<file path="src/rtl/stn_pkg.sv">
package stn_pkg;
    localparam int PERW    = 5;
    localparam int NPERIPH = 1 << PERW;

    localparam logic [5:0] OPC_TAG     = 6'b001010;
    localparam logic [1:0] BURST_FIXED = 2'b00;
    localparam logic [1:0] BURST_INCR  = 2'b01;
    localparam logic [1:0] RESP_OKAY   = 2'b00;

    typedef enum logic [2:0] {
        ST_IDLE, ST_DEC, ST_WAITF, ST_ADDR, ST_DATA, ST_RESP, ST_DONE, ST_FAULT
    } st_e;

    typedef struct packed {
        logic            run;
        logic [3:0]      len;
        logic [PERW-1:0] periph;
    } cmd_t;

    function automatic logic [4:0] beat_count(input logic [3:0] len);
        return {1'b0, len} + 5'd1;
    endfunction

    function automatic logic [11:0] bytes_moved(input logic [3:0] len, input logic [2:0] size);
        return {7'd0, beat_count(len)} << size;
    endfunction
endpackage

</file>
<file path="src/rtl/stn_decode.sv">
module stn_decode
    import stn_pkg::*;
(
    input  logic [7:0] op,
    input  logic [7:0] arg,
    input  logic       req_burst,
    input  logic [3:0] cfg_blen,
    output logic       hit,
    output cmd_t       cmd
);
    logic cond_on;
    logic want_burst;

    always_comb begin
        cond_on    = op[0];
        want_burst = op[1];
        hit        = (op[7:2] == OPC_TAG) && (arg[2:0] == 3'd0);
        cmd.periph = arg[7:3];
        // unconditional form always runs; conditional forms must match the flag
        cmd.run    = !cond_on || (want_burst == req_burst);
        // conditional single form overrides the configured length
        cmd.len    = (cond_on && !want_burst) ? 4'd0 : cfg_blen;
    end
endmodule

</file>
<file path="src/rtl/stn_beats.sv">
module stn_beats (
    input  logic       clk,
    input  logic       rst,
    input  logic       start,
    input  logic [3:0] len,
    input  logic       wready,
    output logic       wvalid,
    output logic       wlast,
    output logic       fire,
    output logic       done
);
    logic       active;
    logic [3:0] idx;
    logic [3:0] lim;

    always_ff @(posedge clk) begin
        if (rst) begin
            active <= 1'b0;
            idx    <= 4'd0;
            lim    <= 4'd0;
        end else if (start) begin
            active <= 1'b1;
            idx    <= 4'd0;
            lim    <= len;
        end else if (fire) begin
            if (idx == lim) active <= 1'b0;
            else            idx    <= idx + 4'd1;
        end
    end

    assign wvalid = active;
    assign wlast  = active && (idx == lim);
    assign fire   = active && wready;
    assign done   = fire && wlast;

    AST_LAST_ENDS_DATA: assert property (@(posedge clk) disable iff (rst)
        wvalid && wready && wlast |=> !wvalid);
    AST_START_WHEN_IDLE: assert property (@(posedge clk) disable iff (rst)
        start |-> !wvalid);
endmodule

</file>
<file path="src/rtl/stn_dstreg.sv">
module stn_dstreg
    import stn_pkg::*;
#(
    parameter int AW = 32
) (
    input  logic          clk,
    input  logic          rst,
    input  logic          ld,
    input  logic [AW-1:0] ld_val,
    input  logic          bump,
    input  logic          inc,
    input  logic [3:0]    len,
    input  logic [2:0]    size,
    output logic [AW-1:0] addr
);
    always_ff @(posedge clk) begin
        if (rst)                addr <= '0;
        else if (bump && inc)   addr <= addr + AW'(bytes_moved(len, size));
        else if (ld)            addr <= ld_val;
    end

    AST_ADDR_QUIET: assert property (@(posedge clk) disable iff (rst)
        !bump && !ld |=> $stable(addr));
endmodule

</file>
<file path="src/rtl/dma_stnotify.sv">
module dma_stnotify
    import stn_pkg::*;
#(
    parameter int AW  = 32,
    parameter int DW  = 32,
    parameter int PCW = 32,
    parameter int CW  = 5
) (
    input  logic                clk,
    input  logic                rst,
    input  logic                ins_valid,
    input  logic [7:0]          ins_op,
    input  logic [7:0]          ins_arg,
    output logic                busy,
    input  logic                req_burst,
    input  logic [3:0]          cfg_blen,
    input  logic [2:0]          cfg_size,
    input  logic                cfg_inc,
    input  logic                dst_ld,
    input  logic [AW-1:0]       dst_ld_addr,
    output logic [AW-1:0]       dst_addr,
    output logic [PCW-1:0]      pc,
    input  logic [CW-1:0]       fifo_count,
    output logic                fifo_rd,
    input  logic [DW-1:0]       fifo_data,
    output logic                awvalid,
    input  logic                awready,
    output logic [AW-1:0]       awaddr,
    output logic [7:0]          awlen,
    output logic [2:0]          awsize,
    output logic [1:0]          awburst,
    output logic                wvalid,
    input  logic                wready,
    output logic [DW-1:0]       wdata,
    output logic                wlast,
    input  logic                bvalid,
    output logic                bready,
    input  logic [1:0]          bresp,
    output logic [NPERIPH-1:0]  ack,
    output logic                fault
);
    localparam logic [PCW-1:0] PC_STEP = PCW'(2);

    st_e        st;
    cmd_t       cmd_d, cmd_q;
    logic       hit;
    logic [2:0] size_q;
    logic       inc_q;
    logic       fifo_full_enough;
    logic       beats_start, beat_fire, beats_done;

    stn_decode u_dec (
        .op        (ins_op),
        .arg       (ins_arg),
        .req_burst (req_burst),
        .cfg_blen  (cfg_blen),
        .hit       (hit),
        .cmd       (cmd_d)
    );

    assign fifo_full_enough = int'(fifo_count) >= int'(beat_count(cmd_q.len));

    always_ff @(posedge clk) begin
        if (rst) begin
            st     <= ST_IDLE;
            cmd_q  <= '0;
            size_q <= 3'd0;
            inc_q  <= 1'b0;
            pc     <= '0;
        end else begin
            case (st)
                ST_IDLE: if (ins_valid && hit) begin
                    cmd_q  <= cmd_d;
                    size_q <= cfg_size;
                    inc_q  <= cfg_inc;
                    st     <= ST_DEC;
                end
                ST_DEC: if (cmd_q.run) st <= ST_WAITF;
                        else begin
                            pc <= pc + PC_STEP;
                            st <= ST_IDLE;
                        end
                ST_WAITF: if (fifo_full_enough) st <= ST_ADDR;
                ST_ADDR:  if (awready) st <= ST_DATA;
                ST_DATA:  if (beats_done) st <= ST_RESP;
                ST_RESP:  if (bvalid) st <= (bresp == RESP_OKAY) ? ST_DONE : ST_FAULT;
                ST_DONE: begin
                    pc <= pc + PC_STEP;
                    st <= ST_IDLE;
                end
                default: st <= ST_FAULT;
            endcase
        end
    end

    assign busy        = (st != ST_IDLE);
    assign fault       = (st == ST_FAULT);
    assign awvalid     = (st == ST_ADDR);
    assign bready      = (st == ST_RESP);
    assign beats_start = awvalid && awready;
    assign awaddr      = dst_addr;
    assign awlen       = {4'd0, cmd_q.len};
    assign awsize      = size_q;
    assign awburst     = inc_q ? BURST_INCR : BURST_FIXED;
    assign wdata       = fifo_data;
    assign fifo_rd     = beat_fire;

    stn_beats u_beats (
        .clk    (clk),
        .rst    (rst),
        .start  (beats_start),
        .len    (cmd_q.len),
        .wready (wready),
        .wvalid (wvalid),
        .wlast  (wlast),
        .fire   (beat_fire),
        .done   (beats_done)
    );

    stn_dstreg #(.AW(AW)) u_dst (
        .clk    (clk),
        .rst    (rst),
        .ld     (dst_ld && !busy),
        .ld_val (dst_ld_addr),
        .bump   (st == ST_DONE),
        .inc    (inc_q),
        .len    (cmd_q.len),
        .size   (size_q),
        .addr   (dst_addr)
    );

    always_comb begin
        ack = '0;
        if (st == ST_DONE) ack[cmd_q.periph] = 1'b1;
    end

    AST_ACK_ONE_LINE: assert property (@(posedge clk) disable iff (rst)
        $onehot0(ack));
    AST_ACK_ONE_CYCLE: assert property (@(posedge clk) disable iff (rst)
        |ack |=> ack == '0);
    AST_PC_STEP_TWO: assert property (@(posedge clk) disable iff (rst)
        pc != $past(pc) |-> pc == $past(pc) + PC_STEP);
    AST_FAULT_STICKS: assert property (@(posedge clk) disable iff (rst)
        fault |=> fault && $stable(pc) && busy);
    AST_FAULT_NO_ACK: assert property (@(posedge clk) disable iff (rst)
        fault |-> ack == '0);
    AST_AW_HELD: assert property (@(posedge clk) disable iff (rst)
        awvalid && !awready |=> awvalid && $stable(awaddr) && $stable(awlen));
    AST_RD_NEEDS_DATA: assert property (@(posedge clk) disable iff (rst)
        fifo_rd |-> fifo_count != '0);
endmodule

</file>
<file path="config.mk">
export PLATFORM = sky130hd
export DESIGN_NAME = dma_stnotify
export DESIGN_NICKNAME = d
export VERILOG_FILES = /design/src/rtl/stn_pkg.sv /design/src/rtl/stn_decode.sv /design/src/rtl/stn_beats.sv /design/src/rtl/stn_dstreg.sv /design/src/rtl/dma_stnotify.sv
export SDC_FILE = /design/constraint.sdc
export NUM_CORES = 1
export LEC_CHECK = 0
export BUFFER_PORTS_ARGS = -buffer_cell sky130_fd_sc_hd__buf_4
export CAP_MARGIN = 20
export CORE_ASPECT_RATIO = 0.6
export CORE_MARGIN = 2
export CORE_UTILIZATION = 35
export CTS_BUF_LIST = sky130_fd_sc_hd__clkbuf_8
export DETAILED_ROUTE_END_ITERATION = 10
export PLACE_DENSITY_LB_ADDON = 0.12
export SYNTH_ARGS = -nofsm -noshare
export SYNTH_HDL_FRONTEND = slang
export SYNTH_SLANG_ARGS = --single-unit
</file>
<file path="constraint.sdc">
create_clock -name clk -period 4.2 [get_ports clk]
set_input_delay 0.42 -clock clk [delete_from_list [all_inputs] [get_ports clk]]
set_output_delay 0.42 -clock clk [all_outputs]
set_load 0.01 [all_outputs]
</file>
**After elaboration in Yosys (flattened, before gate mapping)**

Cells that the tools add are included.
Widths: inputs -> output; s select.

- Mux-type cells: 20
- Order comparisons: 3
- Shift-type cells: 1
- Reduce and logical (&&, ||, !) cells: 28
- Add/subtract/negate cells: 4
- Bitwise operators: 1
- Equality and inequality tests: 16

Operators with widths:

| cell | number |
|---|---|
| $mux 32 | 4 |
| $pmux 32 s2 | 1 |
| $add 32x12->32 | 1 |
| $add 32x2->32 const B | 1 |
| $pmux 3 s7 | 1 |
| $mux 3 | 5 |
| $eq 3x3->1 const B | 4 |
| $shl 5x3->12 | 1 |
| $logic_and 1x1->1 | 10 |
| $ne 2x2->1 const B | 5 |
| $reduce_and 2->1 | 4 |
| $reduce_bool 2->1 | 4 |
| $eq 3x2->1 const B | 2 |
| $eq 6x4->1 const B | 1 |
| $logic_not 3->1 | 2 |
| $lt 5x6->1 const B | 1 |
| $mux 1 | 6 |
| $add 4x1->5 const B | 1 |
| $demux 1 s5 | 1 |
| $ge 5x1->1 const B | 1 |
| $ge 5x5->1 | 1 |
| $reduce_and 5->1 | 1 |
| $add 4x1->4 const B | 1 |
| $eq 4x4->1 | 1 |
| other kinds (11) | 13 |

- Logic and storage cells: 84
- Bits of input ports: 103
- Flip-flop bits (word level): 90

**Depth between registers and ports, before layout**

- Depth in word-level cells: 5
- Depth in mapped cells: 15
- Mapped depth without buffers: 14

**Cells and area by module**

From an unflattened synthesis, not the netlist that was laid out.

- Cell total of the unflattened synthesis: 802
- Area total of the unflattened synthesis: 6,224.7 um^2

Modules (own cells, without submodules):

| module | cells each | sequential area each (um^2) | area an instance (um^2) | times used |
|---|---|---|---|---|
| dma_stnotify | 399 | 960.9 | 3,088.0 | 1 |
| stn_dstreg | 341 | 640.6 | 2,592.5 | 1 |
| stn_beats | 47 | 180.2 | 439.2 | 1 |
| stn_decode | 15 | 0.0 | 105.1 | 1 |

**Worst setup path after synthesis**

OpenSTA, ideal clock, no wires.

- Kind: register to register
- From: register cmd_q, in the netlist awlen[0]
- To: register u_dst.addr[31]
- Path slack: 1.086 ns
- Data required time: 4.126 ns
- Setup time: 0.074 ns
- Buffers on the path: 1
- Cell stages (with the launch flop): 16
- Arrival: 3.039 ns
- Cell sequence: dfxtp_1 > ha_1 > nand3_1 > nor2_1 > a21oi_1 > nor2_1 > a21oi_1 > o22ai_1 > ha_1 > a2111oi_0 > o21a_1 > a211oi_1 > a22oi_2 > buf_2 > o311ai_0 > a31oi_1

- Longest elaborated chain between the ends: 4

Ends and longest elaborated chain:

| element | line | text |
|---|---|---|
| start: declaration | dma_stnotify.sv:45 | `cmd_t cmd_d, cmd_q;` |
| start signal: assignment | dma_stnotify.sv:73 | `cmd_q <= cmd_d;` |
| $add 4x1->5 | stn_pkg.sv:21 | `return {1'b0, len} + 5'd1;` |
| $shl 5x3->12 | stn_pkg.sv:25 | `return {7'd0, beat_count(len)} << size;` |
| $add 32x12->32 | stn_dstreg.sv:18 | `else if (bump && inc) addr <= addr + AW'(bytes_moved(len, size));` |
| $mux 32 | stn_dstreg.sv:18 |  |
| end signal: assignment | stn_dstreg.sv:18 |  |
| end signal: assignment | stn_dstreg.sv:19 | `else if (ld) addr <= ld_val;` |
| end: declaration | stn_dstreg.sv:14 | `output logic [AW-1:0] addr` |

Every way passes these cells.
A chain may end at the register's enable or synchronous reset.

**Worst setup path in the final report**

Ends and elaborated chain as after synthesis.

==> flow_metrics.env <==
export IMPL_endpoint="u_dst.addr[31]"
export IMPL_wirelength_um=18400
export IMPL_vias_per_cell=5.07
export IMPL_core_region_area_sq_um=17000
export IMPL_yosysUniqueCellTypes=68
export IMPL_clockBufferDepth=2
export IMPL_hold_viol_final=0
export IMPL_yosysSeqAreaShare=0.296
export IMPL_post_place_cells=1140
export IMPL_tritoncts="done"
export IMPL_status="finished clean"
export IMPL_fillerInstances=1802
export IMPL_clock_sinks=89
export IMPL_grt_use_total=0.192
export IMPL_crit_chain="ha_1, nand3_1, nor2_1, a21oi_1, nor2_1, a21oi_1, o22ai_1, ha_1, a2111oi_0, o21a_1, a211oi_1, a22oi_2, buf_4, o311ai_0, a31oi_1"
export IMPL_grt_max_degree=62
export IMPL_yosysTopAreaCell="dfxtp_1"
export IMPL_cts_resized=0
export IMPL_max_cap_violations=0
export IMPL_finalCritPeriodShare=0.882
export IMPL_die_height_um=106
export IMPL_setup_viol=0
export IMPL_r2r_cells=15
export IMPL_p_leak_nw=3.14
export IMPL_grt_pass1_vias=5112
export IMPL_first_pass_iters=5
export IMPL_cp_start_kind="flip-flop"
export IMPL_required_ns=4.50
export IMPL_area_growth_synth_to_final_pct=23.5
export IMPL_cts_setup_buffers=0
export IMPL_clk_insertion_delay_late_ns=0.37
export IMPL_hp_class="input pin to flip-flop"
export IMPL_max_slew_margin=0.301
export IMPL_synthFlopType="dfxtp_1"
export IMPL_drive_gt1_frac=0.279
export IMPL_synth_seq_cells=89
export IMPL_routabilityCongestion=0.803
export IMPL_ys_top_cells_by_area="dfxtp_1 30%, buf_4 9.4%, nor2_1 6.9%"
export IMPL_cts_made_buffers=9
export IMPL_vdd_drop_max_uv=106
export IMPL_met3_usage=0.0397
export IMPL_use_met1=0.314
export IMPL_cp_max_fo=16
export IMPL_std_cell_rows=37
export IMPL_dr_first_iter_drc_count=484
export IMPL_synth_top_area_frac=0.296
export IMPL_io_pins=283
export IMPL_synth_cells=797
export IMPL_cp_startpoint="awlen[0]"
export IMPL_dieWidth_um=173
export IMPL_setup_worst_path_end_class="flip-flop"
export IMPL_slowest_stage="a2111oi_0"
export IMPL_grt_util_met2=0.250
export IMPL_r2r_end="u_dst.addr[31]"
export IMPL_layout_cells_non_filler=1156
export IMPL_ff2ff_setup_slack_ns=0.49
export IMPL_die_area_sq_um=18300
export IMPL_start_util=0.354
export IMPL_netlist_area_sq_um=6010
export IMPL_drc=0
export IMPL_via_count=5860
export IMPL_finish_net_count=1041
export IMPL_portBuffers=212
export IMPL_synthArstFlopShare=0
export IMPL_synth_area_per_cell_sq_um=7.54
export IMPL_worst_pin_slew_ns=1.05
export IMPL_antenna_found_initial=0
export IMPL_cts_root_buf="clkbuf_8"
export IMPL_cts_max_level=3
export IMPL_finalSetupTns_ns=0
export IMPL_arrival_ns=4.00
export IMPL_gr_max_usage_layer="met1"
export IMPL_worstSetupPathType="flip-flop to flip-flop"
export IMPL_max_stage_delay_ns=0.56
export IMPL_clock_fmax_mhz=270
export IMPL_dp_hpwl_um=14200
export IMPL_synthMostInstantiatedCell="nor2_1"
export IMPL_drtAntennaViolNets=0
export IMPL_period_needed_ns=3.71
export IMPL_synthTopCellsByCount="110 x nor2_1, 100 x nand2_1, 89 x dfxtp_1"
export IMPL_grt_overflow_total=0
export IMPL_power_density_nw_per_um2=228
export IMPL_diodes=0
export IMPL_r2r_start="awlen[0]"
export IMPL_ctsHoldBuffers=0
export IMPL_rsz0062_at_grt="false"
export IMPL_finalMaxSlewViolations=0
export IMPL_grt_pass1_wl_um=28400
export IMPL_clock_skew_ns=0.0145
export IMPL_synth_edf_count=0
export IMPL_post_drt_wl_per_cell_um=15.9
export IMPL_yosysWarnings=0
export IMPL_path_clk_slew_ns=0.10
layer usage:
| metal | part of all wire | wire length (um) |
|---|---|---|
| met1 | 0.54 | 9940 |
| met2 | 0.39 | 7170 |
| met3 | 0.064 | 1180 |
| met4 | 0.0074 | 137 |
| met5 | 0 | 0 |
metrics by stage:
step | instance area (sq um) | setup WS, ns | hold WS, ns | util | power (mW)
after floorplan | 6030 | 1.09 | 0.448 | - | 1.05
after global placement | 7240 | 0.605 | 0.459 | 0.426 | 1.13
after detailed placement | 7240 | 0.515 | 0.463 | 0.426 | 1.13
after CTS | 7430 | 0.521 | 0.271 | 0.437 | 1.72
after global routing | 7430 | 0.0713 | 0.269 | 0.437 | 1.77
final | 7430 | 0.495 | 0.292 | 0.437 | 1.69
critical path: cells and delay by family, from the launching register on:
family	cells	cell delay (ns)
buffers and inverters	1	0.24
AO/OA/AOI/OAI	9	2.08
flip-flops	1	0.41
adder cells (fa/ha/maj)	2	0.66
AND/OR/NAND/NOR	3	0.26
worst min-delay path by stage:
stage | start | to | slack [ns] | cells past startpoint
after global placement | u_beats.lim[3] | u_beats.lim[3] | 0.46 | 2
after global routing | dst_ld_addr[20] | u_dst.addr[20] | 0.27 | 3
after floorplan | u_beats.lim[1] | u_beats.lim[1] | 0.45 | 2
final | ins_arg[4] | cmd_q[1] | 0.29 | 3
after detailed placement | u_beats.lim[3] | u_beats.lim[3] | 0.46 | 2
after CTS | ins_arg[4] | cmd_q[1] | 0.27 | 3
sequential cells by signal (all words and copies together), names as in the netlist, named ones only:
register,cells
awsize,3
u_beats.idx,4
u_beats.wvalid,1
pc,31
cmd_q,6
awlen,4
u_beats.lim,4
st,2
u_dst.addr,32
inc_q,1
placed cells by master, fill, tap and decap left out, types with 6 or more instances in the layout:
master      n
clkbuf_8    9
a211oi_1    8
nand3_1    32
xor2_1     30
a21o_1      6
dfxtp_1    89
inv_1      15
and2_1      7
buf_4     219
xnor2_1    15
nor3_1      9
nand2_1   100
conb_1      6
nand4_1    14
nand3b_1    6
ha_1       20
mux2i_1     8
o21ai_0    18
o211ai_1    8
nor2_1    110
or3_1      11
a21oi_1    56
and3_1     11
a31oi_1    19
kinds of logic after synthesis:
| logic type | after synthesis | share of synthesized area |
|---|---|---|
| AOI/OAI and AO/OA | 153 | 0.162 |
| buffers and inverters | 130 | 0.130 |
| DFF | 89 | 0.296 |
| and+or+nand+nor | 348 | 0.284 |
| adders and majority gates | 21 | 0.0450 |
| muxes | 10 | 0.0171 |
| other | 1 | 0.000624 |
| xor gates and xnor gates | 45 | 0.0656 |
cell type report:
type                       instances  area [sq um]  area share
multi-input combinational        583          3470       0.467
sequential                        89          1780       0.240
timing repair buffer             219          1640       0.221
tap                              234           293      0.0394
clock buffer                       9           124      0.0167
clock inverter                     7          60.1     0.00809
inverter                          15          56.3     0.00758
report_power, final:
part / leakage [nW] / internal, mW / switching [mW]
Sequential: 0.723 / 0.861 / 0.0320
Combinational: 2.32 / 0.116 / 0.102
Clock: 0.0969 / 0.228 / 0.355
Total: 3.14 / 1.21 / 0.488
No activity file was read; power rests on OpenSTA's default activity.
